===== config.mk =====
export PLATFORM = sky130hd
export DESIGN_NAME = pcm_master_clkgen
export DESIGN_NICKNAME = d
export VERILOG_FILES = /design/src/rtl/pcm_clk_pkg.sv /design/src/rtl/pcm_bit_timer.sv /design/src/rtl/pcm_frame_ctr.sv /design/src/rtl/pcm_phase_steer.sv /design/src/rtl/pcm_master_clkgen.sv
export SDC_FILE = /design/constraint.sdc
export NUM_CORES = 1
export LEC_CHECK = 0
export BUFFER_PORTS_ARGS = -buffer_cell sky130_fd_sc_hd__buf_2
export CORE_MARGIN = 8
export CORE_UTILIZATION = 30
export DETAILED_ROUTE_END_ITERATION = 6
export PLACE_DENSITY_LB_ADDON = 0.25
export SLEW_MARGIN = 0
export SYNTH_ARGS = -nofsm -noshare
export SYNTH_HDL_FRONTEND = slang
export SYNTH_SLANG_ARGS = --single-unit

===== constraint.sdc =====
create_clock -name clk -period 9.4 [get_ports clk]
set_input_delay 1.41 -clock clk [delete_from_list [all_inputs] [get_ports clk]]
set_output_delay 1.41 -clock clk [all_outputs]
set_load 0.02 [all_outputs]

===== src/rtl/pcm_clk_pkg.sv =====
package pcm_clk_pkg;
  typedef enum logic [1:0] {
    RATE_SLOW = 2'd0,
    RATE_MID  = 2'd1,
    RATE_FAST = 2'd2
  } rate_t;

  function automatic rate_t decode_rate(input logic [1:0] code);
    case (code)
      2'd0:    decode_rate = RATE_SLOW;
      2'd2:    decode_rate = RATE_FAST;
      default: decode_rate = RATE_MID;
    endcase
  endfunction
endpackage


===== src/rtl/pcm_bit_timer.sv =====
module pcm_bit_timer #(
  parameter int PH_W = 6
) (
  input  logic            clk,
  input  logic            rst_n,
  input  logic [PH_W-1:0] half,
  input  logic            stretch,
  input  logic            shrink,
  output logic            bclk,
  output logic            bit_end
);
  logic [PH_W-1:0] ph;
  logic [PH_W-1:0] hi_len;
  logic [PH_W-1:0] plen;

  assign hi_len  = half + PH_W'(stretch) - PH_W'(shrink);
  assign plen    = hi_len + half;
  assign bit_end = (ph == plen - PH_W'(1));
  assign bclk    = (ph < hi_len);

  always_ff @(posedge clk or negedge rst_n) begin
    if (!rst_n)       ph <= '0;
    else if (bit_end) ph <= '0;
    else              ph <= ph + PH_W'(1);
  end


  ph_range_chk: assert property (@(posedge clk) disable iff (!rst_n)
    ph < plen);


  low_fixed_chk: assert property (@(posedge clk) disable iff (!rst_n)
    (!bclk && !bit_end) |=> !bclk);
endmodule


===== src/rtl/pcm_frame_ctr.sv =====
module pcm_frame_ctr #(
  parameter int PC_W   = 9,
  parameter int B_BITS = 8,
  parameter int D_BITS = 2
) (
  input  logic            clk,
  input  logic            rst_n,
  input  logic            bit_end,
  input  logic [PC_W-1:0] npulse,
  input  logic [2:0]      ch_en,
  output logic [PC_W-1:0] pc,
  output logic            frame_end,
  output logic            fsync,
  output logic            ts_en
);
  localparam int B2_END = 2 * B_BITS;
  localparam int D_END  = B2_END + D_BITS;

  logic in_b1, in_b2, in_d;

  assign fsync     = (pc == npulse - PC_W'(1));
  assign frame_end = bit_end && fsync;

  assign in_b1 = (pc < PC_W'(B_BITS));
  assign in_b2 = (pc >= PC_W'(B_BITS)) && (pc < PC_W'(B2_END));
  assign in_d  = (pc >= PC_W'(B2_END)) && (pc < PC_W'(D_END));
  assign ts_en = (ch_en[0] && in_b1) || (ch_en[1] && in_b2) || (ch_en[2] && in_d);

  always_ff @(posedge clk or negedge rst_n) begin
    if (!rst_n)         pc <= '0;
    else if (frame_end) pc <= '0;
    else if (bit_end)   pc <= pc + PC_W'(1);
  end


  wrap_chk: assert property (@(posedge clk) disable iff (!rst_n)
    frame_end |=> (pc == '0));


  pc_hold_chk: assert property (@(posedge clk) disable iff (!rst_n)
    !bit_end |=> $stable(pc));
endmodule


===== src/rtl/pcm_phase_steer.sv =====
module pcm_phase_steer (
  input  logic clk,
  input  logic rst_n,
  input  logic adj_req,
  input  logic adj_dir,
  input  logic frame_end,
  input  logic bit_end,
  input  logic at_adj,
  input  logic cancel,
  output logic stretch,
  output logic shrink
);
  logic [1:0] left;
  logic       go;
  logic       dir_q;
  logic       take;

  assign take    = adj_req && (left == 2'd0);
  assign stretch = go && at_adj && dir_q;
  assign shrink  = go && at_adj && !dir_q;

  always_ff @(posedge clk or negedge rst_n) begin
    if (!rst_n) begin
      left  <= 2'd0;
      go    <= 1'b0;
      dir_q <= 1'b0;
    end else if (frame_end) begin
      if (cancel) begin
        left <= 2'd0;
        go   <= 1'b0;
      end else begin
        go <= (left != 2'd0);
        if (take) begin
          left  <= 2'd2;
          dir_q <= adj_dir;
        end
      end
    end else if (go && at_adj && bit_end) begin
      left <= left - 2'd1;
      if (left == 2'd1) go <= 1'b0;
    end else if (take) begin
      left  <= 2'd2;
      dir_q <= adj_dir;
    end
  end


  left_range_chk: assert property (@(posedge clk) disable iff (!rst_n)
    (left <= 2'd2) && (!go || left != 2'd0));


  ignore_chk: assert property (@(posedge clk) disable iff (!rst_n)
    (adj_req && left != 2'd0) |=> $stable(dir_q));


  cancel_chk: assert property (@(posedge clk) disable iff (!rst_n)
    (frame_end && cancel) |=> (left == 2'd0 && !go));
endmodule


===== src/rtl/pcm_master_clkgen.sv =====
module pcm_master_clkgen
  import pcm_clk_pkg::*;
#(
  parameter int HALF_SLOW   = 20,
  parameter int HALF_MID    = 5,
  parameter int HALF_FAST   = 4,
  parameter int PULSES_SLOW = 64,
  parameter int PULSES_MID  = 256,
  parameter int PULSES_FAST = 320,
  parameter int ADJ_SLOW    = 59,
  parameter int ADJ_HI      = 249,
  parameter int B_BITS      = 8,
  parameter int D_BITS      = 2
) (
  input  logic       clk,
  input  logic       rst_n,
  input  logic [1:0] rate_sel,
  input  logic       adj_req,
  input  logic       adj_dir,
  input  logic [2:0] ch_en,
  output logic       bclk,
  output logic       fs_tx,
  output logic       fs_rx,
  output logic       ts_en
);
  localparam int MAX_HALF = (HALF_SLOW > HALF_MID) ?
    ((HALF_SLOW > HALF_FAST) ? HALF_SLOW : HALF_FAST) :
    ((HALF_MID > HALF_FAST) ? HALF_MID : HALF_FAST);
  localparam int MAX_PULSES = (PULSES_SLOW > PULSES_MID) ?
    ((PULSES_SLOW > PULSES_FAST) ? PULSES_SLOW : PULSES_FAST) :
    ((PULSES_MID > PULSES_FAST) ? PULSES_MID : PULSES_FAST);
  localparam int PH_W = $clog2(2 * MAX_HALF + 2);
  localparam int PC_W = $clog2(MAX_PULSES + 1);

  rate_t           rate_q, rate_new;
  logic [PH_W-1:0] half;
  logic [PC_W-1:0] npulse, adj_idx, pc;
  logic            bit_end, frame_end, fsync, stretch, shrink, cancel, at_adj;

  assign rate_new = decode_rate(rate_sel);
  assign cancel   = frame_end && (rate_new != rate_q);
  assign at_adj   = (pc == adj_idx);

  always_comb begin
    case (rate_q)
      RATE_SLOW: begin
        half = PH_W'(HALF_SLOW); npulse = PC_W'(PULSES_SLOW); adj_idx = PC_W'(ADJ_SLOW);
      end
      RATE_FAST: begin
        half = PH_W'(HALF_FAST); npulse = PC_W'(PULSES_FAST); adj_idx = PC_W'(ADJ_HI);
      end
      default: begin
        half = PH_W'(HALF_MID);  npulse = PC_W'(PULSES_MID);  adj_idx = PC_W'(ADJ_HI);
      end
    endcase
  end

  always_ff @(posedge clk or negedge rst_n) begin
    if (!rst_n)         rate_q <= RATE_MID;
    else if (frame_end) rate_q <= rate_new;
  end

  pcm_bit_timer #(.PH_W(PH_W)) u_bit (
    .clk(clk), .rst_n(rst_n), .half(half), .stretch(stretch), .shrink(shrink),
    .bclk(bclk), .bit_end(bit_end)
  );

  pcm_frame_ctr #(.PC_W(PC_W), .B_BITS(B_BITS), .D_BITS(D_BITS)) u_frame (
    .clk(clk), .rst_n(rst_n), .bit_end(bit_end), .npulse(npulse), .ch_en(ch_en),
    .pc(pc), .frame_end(frame_end), .fsync(fsync), .ts_en(ts_en)
  );

  pcm_phase_steer u_steer (
    .clk(clk), .rst_n(rst_n), .adj_req(adj_req), .adj_dir(adj_dir),
    .frame_end(frame_end), .bit_end(bit_end), .at_adj(at_adj), .cancel(cancel),
    .stretch(stretch), .shrink(shrink)
  );

  assign fs_tx = fsync;
  assign fs_rx = fsync;


  rate_hold_chk: assert property (@(posedge clk) disable iff (!rst_n)
    !frame_end |=> $stable(rate_q));
endmodule


# ---- Word level (Yosys, flattened, before mapping)
# Index checks and enable logic that the tools add are counted.
# Widths: inputs -> output; s select.
dict set report totals {
  ff_bits 21
  word_cells 72
  output_inout_bits 4
  input_bits 9
}
dict set report classes {
  n_reduce_logical 24
  n_lt_le_gt_ge 6
  addsub 8
  n_eq_ne 9
  mux 19
}
# operator count
set op_table {}
lappend op_table {{$eq 9x9->1} 2}
lappend op_table {{$lt 9x5->1 const B} 2}
lappend op_table {{$mux 9} 2}
lappend op_table {{$pmux 9 s2} 1}
lappend op_table {{$logic_and 1x1->1} 12}
lappend op_table {{$pmux 5 s2} 1}
lappend op_table {{$add 9x1->9 const B} 1}
lappend op_table {{$ge 9x4->1 const B} 1}
lappend op_table {{$ge 9x5->1 const B} 1}
lappend op_table {{$lt 9x4->1 const B} 1}
lappend op_table {{$sub 9x1->9 const B} 1}
lappend op_table {{$mux 1} 8}
lappend op_table {{$mux 2} 4}
lappend op_table {{$mux 8} 1}
lappend op_table {{$reduce_bool 2->1} 4}
lappend op_table {{$add 5x1->6} 1}
lappend op_table {{$add 6x1->6 const B} 1}
lappend op_table {{$add 6x5->6} 1}
lappend op_table {{$eq 6x6->1} 1}
lappend op_table {{$logic_not 2->1} 3}
lappend op_table {{$lt 6x6->1} 1}
lappend op_table {{$mux 6} 1}
lappend op_table {{$sub 6x1->6} 1}
lappend op_table {{$sub 6x1->6 const B} 1}
lappend op_table {{other kinds (9)} 13}

# ---- Longest topological paths before layout
dict set report depth {
  word_depth 14
  depth_mapped 14
}

# ---- Modules after synthesis
# From an unflattened synthesis, not the netlist that was laid out.
dict set report unflattened {
  hier_cells 245
  hier_area_um2 2177.1
}
# mod area_each_um2 n_inst cells_each
set modules_own_cells {}
lappend modules_own_cells {pcm_bit_timer 879.6 1 95}
lappend modules_own_cells {pcm_frame_ctr 820.8 1 98}
lappend modules_own_cells {pcm_phase_steer 286.5 1 29}
lappend modules_own_cells {pcm_master_clkgen 190.2 1 23}

# ---- Worst setup path after synthesis
# OpenSTA, ideal clock, no wires.
dict set report synth_timing {
  kind {reg-to-output}
  startpoint {reg rate_q[0]}
  endpoint {out bclk}
  path_stages_with_launch 11
  path_buffers 1
  setup_slack_ps 5052
  required_time_ps 7990
  t_arrival_ps 2938
  cell_sequence {dfstp_2 > buf_2 > nor2_1 > a2bb2oi_1 > nand2b_1 > or2_2 > ha_1 > ha_1 > a21o_1 > a211o_1 > a211oi_1}
}
dict set report synth_between {
  elab_chain_cells 8
}
# element line
set synth_rtl {}
lappend synth_rtl {{from (decl)} pcm_master_clkgen.sv:35} ;# rate_t rate_q, rate_new;
lappend synth_rtl {{from (signal assigned)} pcm_master_clkgen.sv:60} ;# else if (frame_end) rate_q <= rate_new;
lappend synth_rtl {{$logic_not 2->1} pcm_master_clkgen.sv:45} ;# case (rate_q)
lappend synth_rtl {{$mux 8} pcm_master_clkgen.sv:45}
lappend synth_rtl {{$eq 9x9->1} pcm_master_clkgen.sv:42} ;# assign at_adj = (pc == adj_idx);
lappend synth_rtl {{$logic_and 1x1->1} {pcm_phase_steer.sv:19, pcm_phase_steer.sv:20}}
lappend synth_rtl {{$logic_and 1x1->1} pcm_phase_steer.sv:19} ;# assign stretch = go && at_adj && dir_q;
lappend synth_rtl {{$add 5x1->6} pcm_bit_timer.sv:16} ;# assign hi_len = half + PH_W'(stretch) - PH_W'(shrink);
lappend synth_rtl {{$sub 6x1->6 (*)} pcm_bit_timer.sv:16}
lappend synth_rtl {{$lt 6x6->1 (*)} pcm_bit_timer.sv:19} ;# assign bclk = (ph < hi_len);
lappend synth_rtl {{to (decl)} pcm_master_clkgen.sv:21} ;# output logic bclk,
# Mark *: on every way between the ends. The rest lies on a longest branch, timed or not.

# ---- Worst setup path in the final report
dict set report layout_timing {
  startpoint {reg u_frame.pc[6]}
  endpoint {out bclk}
}
dict set report layout_between {
  elab_chain_cells 6
}
# element line
set layout_rtl {}
lappend layout_rtl {{from (decl)} pcm_frame_ctr.sv:11} ;# output logic [PC_W-1:0] pc,
lappend layout_rtl {{from (signal assigned)} pcm_frame_ctr.sv:32} ;# else if (bit_end) pc <= pc + PC_W'(1);
lappend layout_rtl {{$eq 9x9->1 (*)} pcm_master_clkgen.sv:42}
lappend layout_rtl {{$logic_and 1x1->1 (*)} {pcm_phase_steer.sv:19, pcm_phase_steer.sv:20}}
lappend layout_rtl {{$logic_and 1x1->1} pcm_phase_steer.sv:19}
lappend layout_rtl {{$add 5x1->6} pcm_bit_timer.sv:16}
lappend layout_rtl {{$sub 6x1->6 (*)} pcm_bit_timer.sv:16}
lappend layout_rtl {{$lt 6x6->1 (*)} pcm_bit_timer.sv:19}
# Marks and branches as above.

==> impl_metrics.env <==
export IMPL_status="complete, no violations"
export IMPL_slew_headroom=0.446
export IMPL_post_cts_buffers=0
export IMPL_crit_arrival_ns=3.25
export IMPL_cpLargestDelayFamily="simple AND/OR/NAND/NOR gates"
export IMPL_synth_seq_cells=21
export IMPL_track_usage=0.0916
export IMPL_synth_area_leaders="dfrtp_1 34%, ha_1 9.3%, xnor2_1 5.3%, nand2_1 3.3%, mux2_4 3.0%"
export IMPL_fin_skew_ns=0.00890
export IMPL_maxSlewViolCount=0
export IMPL_drc=0
export IMPL_yosysTopAreaCell="dfrtp_1"
export IMPL_critPathMaxFanout=10
export IMPL_rsz0062_at_grt="false"
export IMPL_swShare=0.363
export IMPL_worst_pin_slew_ns=0.831
export IMPL_slowest_delay_ns=0.49
export IMPL_ioPinCount=13
export IMPL_critPathCaptureType="primary output"
export IMPL_yosysWarningCount=0
export IMPL_grt_pass1_wl_mm=5.58
export IMPL_wl_per_cell_um=13.6
export IMPL_synth_commonest_cells="20 x dfrtp_1, 13 x nand2_1, 11 x ha_1, 11 x inv_1, 9 x xnor2_1"
export IMPL_ir_drop_uv=87.4
export IMPL_p_int_mw=0.182
export IMPL_place_gp_congestion=0.830
export IMPL_worst_setup_path_type="flip-flop to primary output"
export IMPL_cp_data_required_time_ns=7.99
export IMPL_antenna_found_initial=0
export IMPL_ctsHoldBuffers=0
export IMPL_gr_total_overflow=0
export IMPL_seq_area_frac_synth=0.355
export IMPL_post_synth_cell_area_avg_um2=9.63
export IMPL_cp_slowest_cell="dfrtp_1"
export IMPL_clock_latency_ns=0.27
export IMPL_finalSetupViolCount=0
export IMPL_h_tree_depth=1
export IMPL_p_switching_mw=0.104
export IMPL_synth_edf_count=0
export IMPL_ctsLongestPathBuffers=2
export IMPL_p_seq_frac=0.486
export IMPL_crit_buf_inv=1
export IMPL_crit_top_cell="ha_1"
export IMPL_core_mm2=0.00475
export IMPL_fin_tns_setup_ns=0
export IMPL_synth_area_mm2=0.00148
export IMPL_cts_resized=0
export IMPL_p_leak_nw=0.745
export IMPL_power_frac_clock=0.213
export IMPL_crit_chain="nor4_1 -> a2bb2oi_1 -> nand2b_1 -> or2_2 -> ha_1 -> ha_1 -> a21o_1 -> a211o_1 -> a211oi_1 -> buf_2"
export IMPL_start_util=0.312
export IMPL_grt_max_degree=22
export IMPL_num_antenna_cells=0
export IMPL_max_freq_ghz=0.215
export IMPL_ys_flop_type="dfrtp_1"
export IMPL_synth_cells=154
export IMPL_period_share=0.496
export IMPL_worstHoldPathType="flip-flop to flip-flop"
export IMPL_std_cell_rows=25
export IMPL_vias=1138
export IMPL_comb_power_share=0.301
export IMPL_finalPower_mw=0.286
export IMPL_die_y_um=86.3
export IMPL_antenna_left=0
export IMPL_max_cap_viol_count=0
export IMPL_drt_initial_drc_count=23
export IMPL_wirelength_mm=3.12
export IMPL_fin_crit_ns=4.66
export IMPL_syn_num_nets=175
export IMPL_design_die_area_mm2=0.00745
export IMPL_p_per_area_mw_per_mm2=177
export IMPL_synth_most_common_cell="dfrtp_1"
export IMPL_final_nets=185
export IMPL_firstDrtPassIters=4
export IMPL_async_reset_ff_frac=1.00
export IMPL_cp_start_kind="flip-flop"
export IMPL_grt_pass1_vias=1191
export IMPL_drive_gt1_frac=0.166
export IMPL_yosys_area_top_type_share=0.338
export IMPL_clk_pin_slew_worst_paths_ns=0.09
export IMPL_cts_root_buf="clkbuf_8"
export IMPL_hold_viol=0
export IMPL_routed_via_density=4.95
export IMPL_die_width_um=86.3
export IMPL_synth_distinct_cells=56
export IMPL_area_growth_pct=9.28
export IMPL_cts_tree="yes"
export IMPL_dp_hpwl_mm=2.35
export IMPL_portBuffers=12
export IMPL_cts_made_buffers=3
export IMPL_nFillCells=508
export IMPL_clock_sinks=21
-- logic make-up after synthesis --
| kind of cell | Yosys count | share of synthesized area |
|---|---|---|
| AO/OA/AOI/OAI | 32 | 0.155 |
| XOR/XNOR | 10 | 0.0591 |
| adder cells (fa/ha/maj) | 12 | 0.106 |
| buffers and inverters | 18 | 0.0633 |
| flip-flops | 21 | 0.355 |
| multiplexers | 4 | 0.0371 |
| AND/OR/NAND/NOR | 57 | 0.224 |
-- power by group through the flow --
stage                     registers [mW]  logic (mW)  clock network, mW
after floorplan                    0.131      0.0728                  0
after global placement             0.140      0.0844                  0
after detailed placement           0.140      0.0864                  0
after CTS                          0.139      0.0877             0.0625
after global routing               0.144      0.0999             0.0687
final                              0.139      0.0860             0.0610
-- area by class of cell --
cell class / instances / area (um2) / share of cell area
Sequential cell: 21 / 527 / 0.325
Inverter: 11 / 41.3 / 0.0255
Multi-Input combinational cell: 115 / 862 / 0.532
Timing Repair Buffer: 12 / 60.1 / 0.0371
Clock buffer: 3 / 41.3 / 0.0255
Clock inverter: 1 / 5.00 / 0.00309
Tap cell: 67 / 83.8 / 0.0517
-- cells in the final DEF, fill, tap and decap left out, types with 2 or more instances in the layout --
| master | n |
|---|---|
| or3_1 | 3 |
| nand3_1 | 5 |
| o21ai_1 | 2 |
| nand2_4 | 2 |
| clkbuf_8 | 3 |
| inv_1 | 11 |
| nor3_1 | 2 |
| dfrtp_1 | 20 |
| a21oi_1 | 4 |
| nand3b_1 | 3 |
| buf_2 | 12 |
| a31oi_1 | 3 |
| and2_1 | 3 |
| o21ai_0 | 5 |
| xnor2_1 | 9 |
| and4_1 | 2 |
| nand2b_1 | 3 |
| mux2_4 | 3 |
| nor4_1 | 4 |
| nand2_1 | 13 |
| nor2_1 | 7 |
| ha_1 | 11 |
| nor2b_1 | 2 |
-- metal layers --
| metal | part of all wire | track usage |
|---|---|---|
| met4 | 0.0032 | 0.0141 |
| met5 | 0 | 0 |
| met3 | 0.041 | 0.0293 |
| met1 | 0.48 | 0.114 |
| met2 | 0.48 | 0.153 |
-- state kept, by name, indices dropped and copies added (netlist names) --
register and count:
u_frame.pc 9, u_bit.ph 6, rate_q 2, u_steer.left 2, u_steer.dir_q 1, u_steer.go 1
-- through the flow --
step | cell area, um2 | hold slack, ns | cells | util | setup slack, ns
final | 1620 | 0.518 | 230 | 0.341 | 4.74
after global routing | 1620 | 0.546 | 230 | 0.341 | 4.44
after CTS | 1620 | 0.524 | 230 | 0.341 | 4.71
after detailed placement | 1570 | 0.512 | 226 | 0.331 | 5.02
after global placement | 1570 | 0.495 | 226 | 0.331 | 5.13
after floorplan | 1480 | 0.470 | 154 | - | 5.05
-- final timing paths --
| path | startpoint | end | slack [ns] | cells past startpoint |
|---|---|---|---|---|
| worst max-delay path | u_frame.pc[6] | bclk | 4.74 | 10 |
| worst min-delay path | u_steer.left[0] | u_steer.left[0] | 0.52 | 1 |
| worst max register to register | rate_q[0] | rate_q[1] | 5.65 | 11 |
| worst min register to register | u_steer.left[0] | u_steer.left[0] | 0.52 | 1 |
| max in group asynchronous | rst_n | rate_q[0] | 7.96 | 1 |
| min in group asynchronous | rst_n | u_bit.ph[2] | 1.09 | 1 |
No activity file was read; power rests on OpenSTA's default activity.
